### src/rtl/segChkPkg.sv
package segChkPkg;

  typedef enum logic [1:0] {
    OUT_ALLOW    = 2'd0,
    OUT_TRAP     = 2'd1,
    OUT_ABORT_NR = 2'd2,
    OUT_ABORT_RO = 2'd3
  } outcomeE;

  typedef struct packed {
    logic capture;
    logic accessOk;
    logic setWritten;
    logic setAccessed;
  } ctrlStrobeT;

  function automatic logic modeOk(input logic [1:0] m);
    return m != 2'd2;
  endfunction

  function automatic logic [1:0] modeSlot(input logic [1:0] m);
    return (m == 2'd3) ? 2'd2 : m;
  endfunction

  function automatic outcomeE decodeAcf(input logic [2:0] acf, input logic isWr);
    outcomeE r;
    case (acf)
      3'd1:    r = isWr ? OUT_ABORT_RO : OUT_TRAP;
      3'd2:    r = isWr ? OUT_ABORT_RO : OUT_ALLOW;
      3'd4:    r = OUT_TRAP;
      3'd5:    r = isWr ? OUT_TRAP : OUT_ALLOW;
      3'd6:    r = OUT_ALLOW;
      default: r = OUT_ABORT_NR;
    endcase
    return r;
  endfunction

endpackage

### src/rtl/segCtrl.sv
module segCtrl
  import segChkPkg::*;
(
  input  logic       clk,
  input  logic       rstN,
  input  logic       reqValid,
  input  logic       reqWrite,
  input  logic       modeLegal,
  input  logic [2:0] acf,
  output ctrlStrobeT strobes,
  output logic       rspValid,
  output logic       rspAccess,
  output logic       rspAbortNr,
  output logic       rspAbortRo,
  output logic       rspTrap
);

  outcomeE outcome;
  logic    isAbort;

  always_comb begin
    outcome = modeLegal ? decodeAcf(acf, reqWrite) : OUT_ABORT_NR;
    isAbort = (outcome == OUT_ABORT_NR) || (outcome == OUT_ABORT_RO);
    strobes.capture     = reqValid;
    strobes.accessOk    = reqValid && !isAbort;
    strobes.setWritten  = reqValid && !isAbort && reqWrite;
    strobes.setAccessed = reqValid && (outcome == OUT_TRAP);
  end

  always_ff @(posedge clk) begin
    if (!rstN) begin
      rspValid   <= 1'b0;
      rspAccess  <= 1'b0;
      rspAbortNr <= 1'b0;
      rspAbortRo <= 1'b0;
      rspTrap    <= 1'b0;
    end else begin
      rspValid   <= reqValid;
      rspAccess  <= strobes.accessOk;
      rspAbortNr <= reqValid && (outcome == OUT_ABORT_NR);
      rspAbortRo <= reqValid && (outcome == OUT_ABORT_RO);
      rspTrap    <= reqValid && (outcome == OUT_TRAP);
    end
  end

endmodule

### src/rtl/segData.sv
module segData
  import segChkPkg::*;
#(
  parameter int VA_W      = 16,
  parameter int SEG_W     = 3,
  parameter int BASE_W    = 16,
  parameter int BLK_SHIFT = 6,
  parameter int PHYS_W    = 22,
  parameter int EXT_BITS  = 4
) (
  input  logic              clk,
  input  logic              rstN,
  input  logic              cfgWe,
  input  logic [1:0]        cfgMode,
  input  logic              cfgSpace,
  input  logic [SEG_W-1:0]  cfgSeg,
  input  logic [BASE_W-1:0] cfgBase,
  input  logic [2:0]        cfgAcf,
  input  logic              addr22En,
  input  logic [VA_W-1:0]   reqAddr,
  input  logic [1:0]        reqMode,
  input  logic              reqSpace,
  input  ctrlStrobeT        strobes,
  input  logic [1:0]        rdMode,
  input  logic              rdSpace,
  input  logic [SEG_W-1:0]  rdSeg,
  output logic              modeLegal,
  output logic [2:0]        acf,
  output logic [PHYS_W-1:0] rspPhys,
  output logic              rspIoPage,
  output logic [1:0]        rdStatus
);

  localparam int OFF_W   = VA_W - SEG_W;
  localparam int SEGS    = 1 << SEG_W;
  localparam int ENTRIES = 3 * 2 * SEGS;
  localparam int IDX_W   = $clog2(ENTRIES);
  localparam int SUM_W   = (BASE_W + BLK_SHIFT > OFF_W) ? BASE_W + BLK_SHIFT + 1 : OFF_W + 1;
  localparam logic [PHYS_W-1:0] ALL_ONES    = {PHYS_W{1'b1}};
  localparam logic [PHYS_W-1:0] NARROW_MASK = ALL_ONES >> EXT_BITS;
  localparam logic [PHYS_W-1:0] IO_WIDE     = ALL_ONES << OFF_W;
  localparam logic [PHYS_W-1:0] IO_NARROW   = IO_WIDE & NARROW_MASK;

  logic [BASE_W-1:0] baseQ [ENTRIES];
  logic [2:0]        acfQ  [ENTRIES];
  logic              accQ  [ENTRIES];
  logic              wrQ   [ENTRIES];

  function automatic logic [IDX_W-1:0] entryIdx(input logic [1:0] m, input logic s,
                                                input logic [SEG_W-1:0] g);
    return IDX_W'({modeSlot(m), s, g});
  endfunction

  logic [IDX_W-1:0]  reqIdx, cfgIdx, rdIdx;
  logic [SEG_W-1:0]  reqSeg;
  logic [OFF_W-1:0]  reqOff;
  logic [SUM_W-1:0]  sumFull;
  logic [PHYS_W-1:0] physWide, physSel, ioBase;

  assign reqSeg    = reqAddr[VA_W-1 -: SEG_W];
  assign reqOff    = reqAddr[OFF_W-1:0];
  assign reqIdx    = entryIdx(reqMode, reqSpace, reqSeg);
  assign cfgIdx    = entryIdx(cfgMode, cfgSpace, cfgSeg);
  assign rdIdx     = entryIdx(rdMode, rdSpace, rdSeg);
  assign modeLegal = modeOk(reqMode);
  assign acf       = modeLegal ? acfQ[reqIdx] : 3'd0;
  assign rdStatus  = modeOk(rdMode) ? {accQ[rdIdx], wrQ[rdIdx]} : 2'b00;

  assign sumFull  = (SUM_W'(baseQ[reqIdx]) << BLK_SHIFT) + SUM_W'(reqOff);
  assign physWide = sumFull[PHYS_W-1:0];

  generate
    if (EXT_BITS > 0) begin : g_narrowMode
      assign physSel = addr22En ? physWide : (physWide & NARROW_MASK);
      assign ioBase  = addr22En ? IO_WIDE : IO_NARROW;
    end else begin : g_wideOnly
      assign physSel = physWide;
      assign ioBase  = IO_WIDE;
    end
  endgenerate

  always_ff @(posedge clk) begin
    if (!rstN) begin
      for (int i = 0; i < ENTRIES; i++) begin
        baseQ[i] <= '0;
        acfQ[i]  <= 3'd0;
        accQ[i]  <= 1'b0;
        wrQ[i]   <= 1'b0;
      end
    end else begin
      for (int i = 0; i < ENTRIES; i++) begin
        if (cfgWe && modeOk(cfgMode) && cfgIdx == IDX_W'(i)) begin
          baseQ[i] <= cfgBase;
          acfQ[i]  <= cfgAcf;
          accQ[i]  <= 1'b0;
          wrQ[i]   <= 1'b0;
        end else if (strobes.capture && modeLegal && reqIdx == IDX_W'(i)) begin
          accQ[i] <= accQ[i] | strobes.setAccessed;
          wrQ[i]  <= wrQ[i] | strobes.setWritten;
        end
      end
    end
  end

  always_ff @(posedge clk) begin
    if (!rstN) begin
      rspPhys   <= '0;
      rspIoPage <= 1'b0;
    end else if (strobes.capture) begin
      rspPhys   <= physSel;
      rspIoPage <= strobes.accessOk && (physSel >= ioBase);
    end else begin
      rspIoPage <= 1'b0;
    end
  end

endmodule

### src/rtl/segAccessCheck.sv
module segAccessCheck
  import segChkPkg::*;
#(
  parameter int VA_W      = 16,
  parameter int SEG_W     = 3,
  parameter int BASE_W    = 16,
  parameter int BLK_SHIFT = 6,
  parameter int PHYS_W    = 22,
  parameter int EXT_BITS  = 4
) (
  input  logic              clk,
  input  logic              rstN,
  input  logic              cfgWe,
  input  logic [1:0]        cfgMode,
  input  logic              cfgSpace,
  input  logic [SEG_W-1:0]  cfgSeg,
  input  logic [BASE_W-1:0] cfgBase,
  input  logic [2:0]        cfgAcf,
  input  logic              addr22En,
  input  logic              reqValid,
  input  logic [VA_W-1:0]   reqAddr,
  input  logic [1:0]        reqMode,
  input  logic              reqSpace,
  input  logic              reqWrite,
  output logic              rspValid,
  output logic              rspAccess,
  output logic              rspAbortNr,
  output logic              rspAbortRo,
  output logic              rspTrap,
  output logic [PHYS_W-1:0] rspPhys,
  output logic              rspIoPage,
  input  logic [1:0]        rdMode,
  input  logic              rdSpace,
  input  logic [SEG_W-1:0]  rdSeg,
  output logic [1:0]        rdStatus
);

  ctrlStrobeT strobes;
  logic       modeLegal;
  logic [2:0] acf;

  segCtrl u_ctrl (
    .clk(clk), .rstN(rstN), .reqValid(reqValid), .reqWrite(reqWrite),
    .modeLegal(modeLegal), .acf(acf), .strobes(strobes),
    .rspValid(rspValid), .rspAccess(rspAccess), .rspAbortNr(rspAbortNr),
    .rspAbortRo(rspAbortRo), .rspTrap(rspTrap)
  );

  segData #(
    .VA_W(VA_W), .SEG_W(SEG_W), .BASE_W(BASE_W), .BLK_SHIFT(BLK_SHIFT),
    .PHYS_W(PHYS_W), .EXT_BITS(EXT_BITS)
  ) u_data (
    .clk(clk), .rstN(rstN), .cfgWe(cfgWe), .cfgMode(cfgMode), .cfgSpace(cfgSpace),
    .cfgSeg(cfgSeg), .cfgBase(cfgBase), .cfgAcf(cfgAcf), .addr22En(addr22En),
    .reqAddr(reqAddr), .reqMode(reqMode), .reqSpace(reqSpace), .strobes(strobes),
    .rdMode(rdMode), .rdSpace(rdSpace), .rdSeg(rdSeg), .modeLegal(modeLegal),
    .acf(acf), .rspPhys(rspPhys), .rspIoPage(rspIoPage), .rdStatus(rdStatus)
  );

endmodule

### config.mk
export PLATFORM = sky130hd
export DESIGN_NAME = segAccessCheck
export DESIGN_NICKNAME = d
export VERILOG_FILES = /design/src/rtl/segChkPkg.sv /design/src/rtl/segCtrl.sv /design/src/rtl/segData.sv /design/src/rtl/segAccessCheck.sv
export SDC_FILE = /design/constraint.sdc
export NUM_CORES = 2
export LEC_CHECK = 0
export BUFFER_PORTS_ARGS = -buffer_cell sky130_fd_sc_hd__buf_2
export CORE_UTILIZATION = 35
export CTS_CLUSTER_DIAMETER = 80
export DETAILED_ROUTE_END_ITERATION = 8
export PLACE_DENSITY_LB_ADDON = 0.25
export SLEW_MARGIN = 20
export SYNTH_ARGS = -nofsm -noshare
export SYNTH_HDL_FRONTEND = slang
export SYNTH_SLANG_ARGS = --single-unit
### constraint.sdc
create_clock -name clk -period 5.4 [get_ports clk]
set_input_delay 0.54 -clock clk [delete_from_list [all_inputs] [get_ports clk]]
set_output_delay 0.54 -clock clk [all_outputs]
set_load 0.01 [all_outputs]
==> reports/results.tsv <==
metric	value	unit
path_buf_inv	0	
crit_arrival	5.07	ns
clk_path_buf_depth	3	
max_freq	223	MHz
overflow	0	
finalHoldViolations	0	
regArea	0.0302	mm2
multi_input_area	0.0130	mm2
postSynthCellCount	2965	
clock_skew	0.0396	ns
fin_crit_sh	82.9	%
hold_buffers	0	
die_h	358	um
yosysSeqAreaShare	67.8	%
async_flop_share	0	%
status	finished, final reports clean	
setup_viol	0	
gp_congestion	0.879	
yosysWarnings	0	
yosys.area_share.simple	9.35	%
vias	27300	
leakagePower	0.0172	uW
first_pass_iters	6	
stdcell_count	4800	
synth_edf_count	942	
grt_max_degree	63	
routed_wl	144000	um
grt_usage	22.3	%
htreeDepth	3	
die_area	0.129	mm2
synthDistinctLibCells	63	
syn_area	0.0445	mm2
crit_path_end_kind	register	
grt_setup_unrepaired	no	
post-route-min-period	4.48	ns
slowest_stage	mux4_2	
cp_cell_sequence	mux4_2 > mux4_2 > nor2_1 > a31oi_1 > ha_1 > fa_1 > a21o_1 > a21o_1 > a21o_1 > a21o_1 > a21oi_1 > nor3_1 > a21oi_1 > o211ai_1 > a2111oi_2	
worst-setup-path-type	register to register	
postSynthAreaPerCell	15.0	um2
hold_path.class	input pin to register	
ctsResizeCount	0	
crit_path_max_fanout	5	
power.density	371	mW/mm2
slew_headroom	22.6	%
root_buffer	clkbuf_16	
place_area	0.0470	mm2
worstPathRequired	6.00	ns
tns	0	ns
synth-xor-area-share	0.177	%
coreArea	0.126	mm2
critical_path.top_delay_family	compound AO/OA/AOI/OAI gates	
layout-drive-gt1-share	21.5	%
ys.flop_type	edfxtp_1	
io_buffers	85	
num_rows	130	
start_util	35.3	%
postRouteAntennaNets	0	
dp_hpwl	88500	um
fillers	11500	
cts_buffers	110	
dp_cells	4591	
cts_tree	yes	
area_growth	14.0	%
drt_iter0_drc	3644	
antenna_found_initial	9	
synth_compound_area_share	3.94	%
vdd_drop_max	0.000273	V
drv_slew	0	
vias_per_cell	5.69	
synth_adder_area_share	0.242	%
fin_area	0.0507	mm2
clock_latency	0.72	ns
postCtsSetupBuffers	0	
synth.net_count	3029	
worst_pin_slew	1.15	ns
cap_violations	0	
grt_pass1_wl	201000	um
start_kind	register	
die_w	358	um
drc	0	
path_clk_slew	0.06	ns
fin_util	40.3	%
totalPowerFinal	18800	uW
crit_path_max_incr_delay	0.49	ns
ys_seq_elements	1036	
grt_pass1_vias	26100	
synthMuxAreaShare	15.4	%
clkSinkCount	1036	
synth_top_family_by_area	multiplexers	
avgRoutedWirePerCell	30.0	um
pin_count	86	
crit_top_cell	a21o_1	
num-nets-final	3117	
[layout make-up]
cell class / count / area share, %
multi-input combinational: 1651 / 25.7
clock buffer: 157 / 6.05
timing repair buffer: 229 / 3.24
inverter: 25 / 0.188
tap: 1650 / 4.07
clock inverter: 49 / 1.26
antenna: 3 / 0.0148
sequential: 1036 / 59.5
[sequential cells by signal (all words and copies together), names as in the netlist, 22 cells and up]
register and flops:
u_data.rspPhys 22, u_data.baseQ 768, u_data.acfQ 144, u_data.wrQ 48, u_data.accQ 48
[where the power goes]
group / switching [uW] / internal, uW
logic: 1100 / 598
registers: 130 / 9220
clock network: 3270 / 4500
total: 4490 / 14300
[cells by family after synthesis]
group                      after synthesis
and+or+nand+nor                       1041
DFF                                   1036
muxes                                  362
buffers and inverters                  278
AOI/OAI and AO/OA                      231
xor gates and xnor gates                 9
adders and majority gates                8
[path summary, 6_finish.rpt]
path / start / endpoint / slack [ns] / cells after the start
hold reg to reg: u_data.wrQ[19] / u_data.wrQ[19] / 0.47 / 2
hold / removal: reqAddr[3] / u_data.rspPhys[3] / 0.08 / 3
setup reg to reg: u_data.baseQ[35][0] / u_data.rspIoPage / 0.92 / 15
setup / recovery: u_data.baseQ[35][0] / u_data.rspIoPage / 0.92 / 15
[placed cells by master, fill, tap and decap left out, drive strengths merged, types with 5 or more instances in the layout]
master and n:
dfxtp 94, bufinv 11, o31ai 33, clkinv 32, clkbuf 157, nand4 5, nor2 741, mux4 255
and3 5, nand2 167, a31oi 41, inv 29, o21a 32, o211ai 13, a211oi 6, a21oi 12
o22ai 12, a221oi 26, o31a 5, nor2b 8, mux2i 106, edfxtp 942, a21o 5, o21ai 8
ha 7, nor3 32, a22oi 5, buf 229, xnor2 5, a22o 20, nand2b 12, nand3 52
[Yosys cell counts, drive strengths merged (26+ instances only)]
cell type,number,area share (%)
nor2,741,6.3
a31oi,41,0.58
edfxtp,942,64
nor3,32,0.37
mux2i,106,2.4
o21a,32,0.54
o31ai,33,0.56
clkbuf,191,1.6
buf,62,1.2
mux4,255,13
nand3,52,0.59
dfxtp,94,4.2
nand2,167,1.4
a221oi,26,0.57
[tightest hold or removal path: stages]
cell and delay (ns):
buf_2 0.07, mux2i_1 0.05, nor2_1 0.07
[metal layers]
metal	track usage, %	up-vias	share of wire (%)
li1	-	11400	-
met1	31.4	14300	42
met2	34.5	1400	46
met3	5.56	206	9.6
met4	5.92	10	2.4
met5	0	-	0.046
[stage by stage]
step,hold WS [ns],setup slack [ns]
CTS,0.0355,0.985
detailed placement,0.451,0.325
finish,0.0790,0.922
floorplan,0.432,0.0345
global placement,0.446,0.355
global route,0.0649,0.728
No activity file was read; power rests on OpenSTA's default activity.
